[config.mk]
export PLATFORM = sky130hd
export DESIGN_NAME = nic_csr_file
export DESIGN_NICKNAME = d
export VERILOG_FILES = /design/src/rtl/nic_csr_pkg.sv /design/src/rtl/nic_csr_status.sv /design/src/rtl/nic_csr_aux.sv /design/src/rtl/nic_csr_file.sv
export SDC_FILE = /design/constraint.sdc
export NUM_CORES = 1
export LEC_CHECK = 0
export ABC_AREA = 1
export BUFFER_PORTS_ARGS = -buffer_cell sky130_fd_sc_hd__buf_2
export CAP_MARGIN = 5
export CORE_ASPECT_RATIO = 0.8
export CORE_MARGIN = 2
export CORE_UTILIZATION = 52
export DETAILED_ROUTE_END_ITERATION = 8
export PLACE_DENSITY = 0.88
export RECOVER_POWER = 25
export SLEW_MARGIN = 25
export SYNTH_ARGS = -nofsm -noshare
export SYNTH_HDL_FRONTEND = slang
export SYNTH_SLANG_ARGS = --single-unit
[constraint.sdc]
create_clock -name clk -period 2.2 [get_ports clk]
set_input_delay 0.44 -clock clk [delete_from_list [all_inputs] [get_ports clk]]
set_output_delay 0.44 -clock clk [all_outputs]
set_load 0.02 [all_outputs]
[src/rtl/nic_csr_pkg.sv]
package nic_csr_pkg;

    localparam int WORD_W    = 16;
    localparam int BUSCTL_W  = 3;
    localparam int FLAG_LSB  = 8;
    localparam int FLAG_W    = 7;

    // register numbers seen through the pointer
    localparam int REG_STATUS   = 0;
    localparam int REG_IADDR_LO = 1;
    localparam int REG_IADDR_HI = 2;
    localparam int REG_BUSCTL   = 3;
    localparam int REG_FILT0    = 8;
    localparam int REG_PROMISC  = 15;

    // command bit positions in the status word
    localparam int CMD_INIT  = 0;
    localparam int CMD_START = 1;
    localparam int CMD_STOP  = 2;
    localparam int CMD_TDMD  = 3;
    localparam int BIT_INEA  = 6;

    // field order equals status bits 14 down to 8
    typedef struct packed {
        logic babl;
        logic cerr;
        logic miss;
        logic merr;
        logic rint;
        logic tint;
        logic idon;
    } flags_t;

    // field order equals status bits 6 down to 0
    typedef struct packed {
        logic inea;
        logic rxon;
        logic txon;
        logic tdmd;
        logic stop;
        logic strt;
        logic init;
    } ctl_t;

    localparam ctl_t CTL_IDLE = '{inea: 1'b0, rxon: 1'b0, txon: 1'b0, tdmd: 1'b0,
                                  stop: 1'b1, strt: 1'b0, init: 1'b0};

    function automatic logic err_sum(flags_t f);
        return f.babl | f.cerr | f.miss | f.merr;
    endfunction

    function automatic logic intr_sum(flags_t f);
        return err_sum(f) | f.idon | f.tint | f.rint;
    endfunction

    function automatic logic [WORD_W-1:0] status_word(ctl_t c, flags_t f);
        return {err_sum(f), f, intr_sum(f), c};
    endfunction

endpackage

[src/rtl/nic_csr_status.sv]
module nic_csr_status
    import nic_csr_pkg::*;
(
    input  logic              clk,
    input  logic              rst,
    input  logic              wr_en,
    input  logic [WORD_W-1:0] wdata,
    input  flags_t            events,
    output ctl_t              ctl_o,
    output flags_t            flags_o,
    output logic              init_stb_o,
    output logic              start_stb_o,
    output logic              stop_stb_o,
    output logic              tdmd_stb_o
);

    ctl_t   ctl_q, ctl_n;
    flags_t flags_q, flags_n;
    flags_t w1c;
    logic   stop_req;
    logic   tdmd_go;

    assign w1c      = flags_t'(wdata[FLAG_LSB +: FLAG_W]);
    assign stop_req = wr_en && wdata[CMD_STOP];

    // read-only positions carry no write effect
    wire unused_ro_bits = ^{wdata[15], wdata[7], wdata[5:4]};

    always_comb begin
        ctl_n   = ctl_q;
        flags_n = wr_en ? flags_t'(flags_q & ~w1c) : flags_q;
        tdmd_go = 1'b0;
        if (!ctl_q.stop) begin
            flags_n = flags_t'(flags_n | events);
            if (events.tint) ctl_n.tdmd = 1'b0;
        end
        if (wr_en) begin
            if (stop_req) begin
                ctl_n   = CTL_IDLE;
                flags_n = '0;
            end else begin
                if (wdata[CMD_INIT]) begin
                    ctl_n.init = 1'b1;
                    ctl_n.stop = 1'b0;
                end
                if (wdata[CMD_START]) begin
                    ctl_n.strt = 1'b1;
                    ctl_n.stop = 1'b0;
                    ctl_n.txon = 1'b1;
                    ctl_n.rxon = 1'b1;
                end
                if (wdata[CMD_TDMD] && !ctl_n.stop) begin
                    ctl_n.tdmd = 1'b1;
                    tdmd_go    = 1'b1;
                end
            end
            ctl_n.inea = wdata[BIT_INEA];
        end
    end

    always_ff @(posedge clk) begin
        if (rst) begin
            ctl_q       <= CTL_IDLE;
            flags_q     <= '0;
            init_stb_o  <= 1'b0;
            start_stb_o <= 1'b0;
            stop_stb_o  <= 1'b0;
            tdmd_stb_o  <= 1'b0;
        end else begin
            ctl_q       <= ctl_n;
            flags_q     <= flags_n;
            init_stb_o  <= wr_en && !stop_req && wdata[CMD_INIT];
            start_stb_o <= wr_en && !stop_req && wdata[CMD_START];
            stop_stb_o  <= stop_req;
            tdmd_stb_o  <= tdmd_go;
        end
    end

    assign ctl_o   = ctl_q;
    assign flags_o = flags_q;

endmodule

[src/rtl/nic_csr_aux.sv]
module nic_csr_aux
    import nic_csr_pkg::*;
#(
    parameter int PTR_W      = 4,
    parameter int ADDR_HI_W  = 8,
    parameter int FILT_WORDS = 4
) (
    input  logic                         clk,
    input  logic                         rst,
    input  logic                         wr_en,
    input  logic                         unlocked,
    input  logic                         bus_clr,
    input  logic [PTR_W-1:0]             sel,
    input  logic [WORD_W-1:0]            wdata,
    output logic [WORD_W+ADDR_HI_W-1:0]  iaddr_o,
    output logic [BUSCTL_W-1:0]          busctl_o,
    output logic [FILT_WORDS*WORD_W-1:0] filt_o,
    output logic                         promisc_o,
    output logic [WORD_W-1:0]            rdata_o
);

    logic                 we_ok;
    logic [WORD_W-1:0]    lo_q;
    logic [ADDR_HI_W-1:0] hi_q;
    logic [BUSCTL_W-1:0]  bus_q;
    logic                 prom_q;

    assign we_ok = wr_en && unlocked;

    always_ff @(posedge clk) begin
        if (rst) begin
            lo_q   <= '0;
            hi_q   <= '0;
            prom_q <= 1'b0;
        end else if (we_ok) begin
            if (sel == PTR_W'(REG_IADDR_LO)) lo_q   <= wdata;
            if (sel == PTR_W'(REG_IADDR_HI)) hi_q   <= wdata[ADDR_HI_W-1:0];
            if (sel == PTR_W'(REG_PROMISC))  prom_q <= wdata[WORD_W-1];
        end
    end

    // stop clears bus control whatever else happens
    always_ff @(posedge clk) begin
        if (rst || bus_clr)
            bus_q <= '0;
        else if (we_ok && sel == PTR_W'(REG_BUSCTL))
            bus_q <= wdata[BUSCTL_W-1:0];
    end

    for (genvar gi = 0; gi < FILT_WORDS; gi++) begin : g_filt
        logic [WORD_W-1:0] word_q;
        always_ff @(posedge clk) begin
            if (rst)
                word_q <= '0;
            else if (we_ok && sel == PTR_W'(REG_FILT0 + gi))
                word_q <= wdata;
        end
        assign filt_o[gi*WORD_W +: WORD_W] = word_q;
    end

    always_comb begin
        rdata_o = '0;
        if (sel == PTR_W'(REG_IADDR_LO)) rdata_o = lo_q;
        if (sel == PTR_W'(REG_IADDR_HI)) rdata_o = WORD_W'(hi_q);
        if (sel == PTR_W'(REG_BUSCTL))   rdata_o = WORD_W'(bus_q);
        if (sel == PTR_W'(REG_PROMISC))  rdata_o = {prom_q, {(WORD_W-1){1'b0}}};
        for (int i = 0; i < FILT_WORDS; i++)
            if (sel == PTR_W'(REG_FILT0 + i)) rdata_o = filt_o[i*WORD_W +: WORD_W];
    end

    assign iaddr_o   = {hi_q, lo_q};
    assign busctl_o  = bus_q;
    assign promisc_o = prom_q;

endmodule

[src/rtl/nic_csr_file.sv]
module nic_csr_file
    import nic_csr_pkg::*;
#(
    parameter int PTR_W      = 4,
    parameter int ADDR_HI_W  = 8,
    parameter int FILT_WORDS = 4
) (
    input  logic                         clk,
    input  logic                         rst,
    input  logic                         host_we,
    input  logic                         host_port,
    input  logic [WORD_W-1:0]            host_wdata,
    output logic [WORD_W-1:0]            host_rdata,
    input  logic                         init_done_i,
    input  logic                         tx_done_i,
    input  logic                         rx_done_i,
    input  logic                         mem_err_i,
    input  logic                         miss_i,
    input  logic                         carrier_err_i,
    input  logic                         babble_i,
    output logic                         irq_o,
    output logic                         init_strobe_o,
    output logic                         start_strobe_o,
    output logic                         stop_strobe_o,
    output logic                         tx_demand_strobe_o,
    output logic [WORD_W+ADDR_HI_W-1:0]  init_addr_o,
    output logic [BUSCTL_W-1:0]          bus_ctl_o,
    output logic [FILT_WORDS*WORD_W-1:0] mcast_filter_o,
    output logic                         promisc_o
);

    logic [PTR_W-1:0]  ptr_q;
    logic              data_we;
    logic              sel_status;
    ctl_t              st_ctl;
    flags_t            st_flags;
    flags_t            evt;
    logic [WORD_W-1:0] aux_rdata;

    assign data_we    = host_we && !host_port;
    assign sel_status = (ptr_q == PTR_W'(REG_STATUS));
    assign evt        = '{babl: babble_i, cerr: carrier_err_i, miss: miss_i,
                          merr: mem_err_i, rint: rx_done_i, tint: tx_done_i,
                          idon: init_done_i};

    always_ff @(posedge clk) begin
        if (rst)
            ptr_q <= '0;
        else if (host_we && host_port)
            ptr_q <= host_wdata[PTR_W-1:0];
    end

    nic_csr_status u_status (
        .clk         (clk),
        .rst         (rst),
        .wr_en       (data_we && sel_status),
        .wdata       (host_wdata),
        .events      (evt),
        .ctl_o       (st_ctl),
        .flags_o     (st_flags),
        .init_stb_o  (init_strobe_o),
        .start_stb_o (start_strobe_o),
        .stop_stb_o  (stop_strobe_o),
        .tdmd_stb_o  (tx_demand_strobe_o)
    );

    nic_csr_aux #(
        .PTR_W      (PTR_W),
        .ADDR_HI_W  (ADDR_HI_W),
        .FILT_WORDS (FILT_WORDS)
    ) u_aux (
        .clk       (clk),
        .rst       (rst),
        .wr_en     (data_we && !sel_status),
        .unlocked  (st_ctl.stop),
        .bus_clr   (data_we && sel_status && host_wdata[CMD_STOP]),
        .sel       (ptr_q),
        .wdata     (host_wdata),
        .iaddr_o   (init_addr_o),
        .busctl_o  (bus_ctl_o),
        .filt_o    (mcast_filter_o),
        .promisc_o (promisc_o),
        .rdata_o   (aux_rdata)
    );

    assign irq_o = intr_sum(st_flags) & st_ctl.inea;

    always_comb begin
        if (host_port)
            host_rdata = WORD_W'(ptr_q);
        else if (sel_status)
            host_rdata = status_word(st_ctl, st_flags);
        else
            host_rdata = aux_rdata;
    end

endmodule

# == Yosys cells after proc, flatten, opt, wreduce, memory -nomap -nowiden ==
# Cells that the tools add are included.
# classes
n_bitwise,11
eq_ne,9
reduce_logical,30
muxes,26
# ops
op,count
two-way mux 16 bit,10
two-way mux 7 bit,4
"== test 4 bit, second input constant",5
logical AND 1 bit,15
AND reduction 2 bit,6
"== test 4 x 2 -> 1 bit, second input constant",2
two-way mux 2 bit,4
bitwise AND 7 bit,1
inverter 7 bit,1
bitwise OR 7 bit,1
two-way mux 1 bit,6
two-way mux 6 bit,1
bitwise OR 1 bit,6
"== test 4 x 1 -> 1 bit, second input constant",1
zero test 1 bit,4
zero test 4 bit,1
two-way mux 4 bit,1
nonzero test 2 bit,2
"!= test 3 x 2 -> 1 bit, second input constant",1
OR reduction 3 bit,1
bitwise AND 1 bit,1
logical OR 1 bit,1
inverter 1 bit,1
# totals
elab_cells,103
register_bits,114
in_bits,27
out_inout_bits,113

# == Longest topological paths before layout ==
# depth
ltp_word,11
ltp_mapped,10
ltp_nobuf,10

# == Hierarchy ==
# From an unflattened synthesis, not the netlist that was laid out.
# unflattened
hier_cells,755
area_unflattened_um2,5283.8
# by_module_without_submodules
mod,cells_per_inst,seq_area_each_um2,n_inst,area_per_inst_um2
nic_csr_aux,575,1841.8,1,4070.2
nic_csr_status,78,340.3,1,646.9
nic_csr_file,102,80.1,1,566.8

# == Worst setup path before layout ==
# No wires, ideal clock.
# synth_path
path_type,reg-to-output
from,register ptr_q[1]
to,output host_rdata[2]
path_stages_with_launch,10
required_ns,1.760
path_slack_ns,0.262
path_buffers,1
arrival_time_ns,1.498
cell_sequence,dfxtp_1 > inv_1 > nor2_2 > nand2_1 > inv_2 > buf_4 > nand2_1 > nand4_1 > nor2_1 > nor2_1
# synth_via
elab_chain_cells,11
elab_cells_between_ends,19
cone_classes,eq/ne (8); mux (10); reduce/logical (1)
# synth_lines
item,line_no,source
"start, declared",nic_csr_file.sv:32,logic [PTR_W-1:0] ptr_q;
"start signal, assigned",nic_csr_file.sv:50,ptr_q <= host_wdata[PTR_W-1:0];
== test 4 x 1 -> 1 bit,nic_csr_aux.sv:63,if (sel == PTR_W'(REG_IADDR_LO)) rdata_o = lo_q;
two-way mux 16 bit,nic_csr_aux.sv:63,
two-way mux 16 bit,nic_csr_aux.sv:64,if (sel == PTR_W'(REG_IADDR_HI)) rdata_o = WORD_W'(hi_q);
two-way mux 16 bit,nic_csr_aux.sv:65,if (sel == PTR_W'(REG_BUSCTL)) rdata_o = WORD_W'(bus_q);
two-way mux 16 bit,nic_csr_aux.sv:66,"if (sel == PTR_W'(REG_PROMISC)) rdata_o = {prom_q, {(WORD_W-1){1'b0}}};"
two-way mux 16 bit (4 in series),nic_csr_aux.sv:68,if (sel == PTR_W'(REG_FILT0 + i)) rdata_o = filt_o[i*WORD_W +: WORD_W];
two-way mux 16 bit (*),nic_csr_file.sv:91,else if (sel_status)
two-way mux 16 bit (*),nic_csr_file.sv:89,if (host_port)
"end, declared",nic_csr_file.sv:13,"output logic [WORD_W-1:0] host_rdata,"
# Every way passes the cells marked *; elsewhere a longest branch is shown, timed or not.

# == Worst setup path in the final report ==
# layout_path
from,register ptr_q[3]
to,output host_rdata[1]
# Same word-level chain as after synthesis.

==> metrics.txt <==
status=complete, but fails checks; failing checks=DRC, setup timing; HP Class=input port to flip-flop; Initial Util=53.05%; Via density=6.248; WL/cell=20.45 µm; Area Growth Syn to Fin=42.81%; final std cells w/o fill=1032; Crit path top cell by count=buf_6; RSZ-0062 raised after global routing=yes; Hold Path Depth=3; max-slew violations=0; io pins=140; Placer Congestion=0.9597; Post-synth EDFFs=0; ANT nets after route=0; Die W=114.5 µm; largest family of logic cells by synthesized area=simple AND/OR/NAND/NOR gates; Nets=930; TritonCTS clock tree=built; Post-Synth Simple-Gate Area=25.07%; Max IR drop VDD=466.7 µV; antenna violations before repair=0; count leader, synth=nand2_1; Seq/Total Area, Yosys=44.56%; die area=10570 µm²; leakage power=3.090 nW; Worst path top cell family by delay=simple AND/OR/NAND/NOR gates; worst hold slack=roughly 0.28 ns; first-pass GRT wire length=29.95 mm; synthesized flop and latch total=113; DR pass1 iterations=9; cell area after synthesis=5076 µm²; # rows=32; clock tree buffer depth=2; H-tree depth=4; routed vias=around 6400; Worst Tran Pin Value=around 0.85 ns; ys flop type=dfxtp_1; DRC=3; Worst-Skew Late Latency=about 0.42 ns; synth warn=0; WL final=approximately 21 mm; final worst slack=-0.2957 ns; Syn Nets=755; Final Core Density=between 70% and 80%; Mapped Cells=~730; critical path type=flip-flop to output pin; Levels on crit path=11; Critical Path RT=between 1.5 and 2 ns; Num CTS Buffers=17; Max Cap Violations=0; placed cell count=between 900 and 1000; Sink Count=113; largest net degree at the start of global routing=51; Synth Area in XOR/XNOR=0%; CTS root buffer=clkbuf_16; Clock Skews=0.01526 ns; clk slew on worst S/H paths=about 0.06 ns; vias in the first global route=between 5000 and 6000; fin crit share=113.4%; die height=92.37 µm; crit path DAT=2.06 ns; DRT iter0 DRCs=approximately 1100; syn_area_per_cell=6.973 µm²; # port buffers=~140; Relative slew margins=43.19%; area leader, netlist=dfxtp_1; mux cell area share after synthesis=0%; core box area=9569 µm²; Antenna Cells=0; Fill cells=636; top-area cell type share of the netlist area=44.56%; CP max stage delay=0.38 ns; Global Route Usage Sum=36.84%; Synth cell types=27; Async SR Flop Fraction=0%; R2R cell count=10; Startpoint Class=flip-flop; Post-synth top cells=133 x nand2_1, 113 x dfxtp_1, 111 x a21oi_1; Final Hold Viols=0; dpl hpwl=about 12 mm; min Tclk post-route=2.496 ns; GRT overflow=0; fraction of layout cells with a size suffix above 1=28.81%; Synth Area in Compound Gates=19.87%; critical-path cell list=buf_6 > nor2_4 > buf_6 > buf_8 > nand3_2 > nand3_2 > nor2_1 > nand4_1 > nor2_2 > nor2_2 > buf_6; Setup violations, final=16; Slowest-stage cell, CP=dfxtp_4; power per cell area=a little over 800 nW/µm²; critical path peak fanout=8; largest cells by area after synthesis=dfxtp_1 45%, a21oi_1 11%, nand2_1 9.8%; adder-cell share of the synthesized area=0%; WP buf/inv=4; CP endpoint kind=output pin; Fmax=0.4007 GHz
final cells by class:
type | count | area, µm² | area share [%]
Clock buffer | 24 | 501.7 | 6.921
Inverter | 86 | 347.8 | 4.798
Clock inverter | 5 | 125.1 | 1.726
Timing Repair Buffer | 198 | 1269 | 17.50
Multi-Input combinational cell | 487 | 2582 | 35.62
Sequential cell | 113 | 2275 | 31.38
Tap cell | 119 | 148.9 | 2.054
path summary, 6_finish.rpt:
kind                                             end                               startpoint  slack (ns)
max                                    host_rdata[1]                    ptr_q[3]$_SDFFE_PP0P_       -0.30
min reg2reg  u_aux.g_filt[3].word_q[14]$_SDFFE_PP0P_  u_aux.g_filt[3].word_q[14]$_SDFFE_PP0P_        0.46
max reg2reg              u_aux.lo_q[12]$_SDFFE_PP0P_                    ptr_q[1]$_SDFFE_PP0P_        0.07
min                   u_status.flags_o[4]$_SDFF_PP0_                                   miss_i        0.28
cell families (layout without fill, tap and decap cells):
logic type / Yosys count / after routing
flip-flops: 113 / 113
AO/OA/AOI/OAI: 196 / 196
buffers and inverters: 130 / 313
AND/OR/NAND/NOR: 289 / 291
state kept, by name (all words and copies together), names as in the netlist:
| signal | count |
|---|---|
| u_aux.g_filt.word_q | 64 |
| ptr_q | 4 |
| u_status.ctl_o | 6 |
| u_aux.busctl_o | 3 |
| u_status.flags_o | 7 |
| u_aux.lo_q | 16 |
| u_status.stop_stb_o | 1 |
| u_aux.promisc_o | 1 |
| u_aux.hi_q | 8 |
| u_status.init_stb_o | 1 |
| u_status.tdmd_stb_o | 1 |
| u_status.start_stb_o | 1 |
timing repair:
action	CTS	global route
endpoints found under the setup margin	16	18
pin swaps	21	31
buffers inserted	22	13
hold buffers	0	0
gates cloned	0	2
resized for setup	67	70
hold endpoints to repair	0	0
metal layers:
layer | global-route usage, % | wire length [µm] | up-vias
met5 | 0 | 0 | -
met4 | 13.82 | 998 | 0
met3 | 11.06 | 3092 | 128
met2 | 55.57 | 9161 | 602
met1 | 49.79 | 7850 | 2971
li1 | - | - | 2747
through the flow:
step / power, mW / setup TNS (ns) / setup slack (ns) / cell area [µm²]
after floorplan: 2.461 / 0 / 0.2622 / 5076
after global placement: 2.643 / 0 / 0.01816 / 5936
after detailed placement: 2.649 / -0.01901 / -0.01901 / 5936
after CTS: 5.651 / -2.023 / -0.1699 / 6952
after global routing: 5.932 / -4.543 / -0.3462 / 7249
final: 5.833 / -3.945 / -0.2957 / 7249
power breakdown:
| group | internal (mW) | switching, mW | leakage (nW) |
|---|---|---|---|
| registers | 2.08 | 0.0294 | 0.914 |
| logic | 0.258 | 0.470 | 1.87 |
| clock network | 2.03 | 0.973 | 0.308 |
layout by cell type (no fill, tap or decap), types with 6 or more instances in the layout:
master	count
clkbuf_16	17
dfxtp_1	109
inv_1	72
nand3_2	13
o21ai_0	66
nor3_1	6
nor2_1	41
inv_2	6
nand2_1	114
nand2_2	16
clkbuf_1	51
buf_2	76
nand2_4	7
o21bai_1	6
nor3_2	6
nand4_1	9
nor2_2	14
a21oi_1	108
nand3_1	55
buf_4	44
buf_6	23
worst min-delay path: stages:
cell,delay [ns]
buf_2,0.07
a22oi_1,0.07
nor2_1,0.07
(Power assumes the default switching activity.)
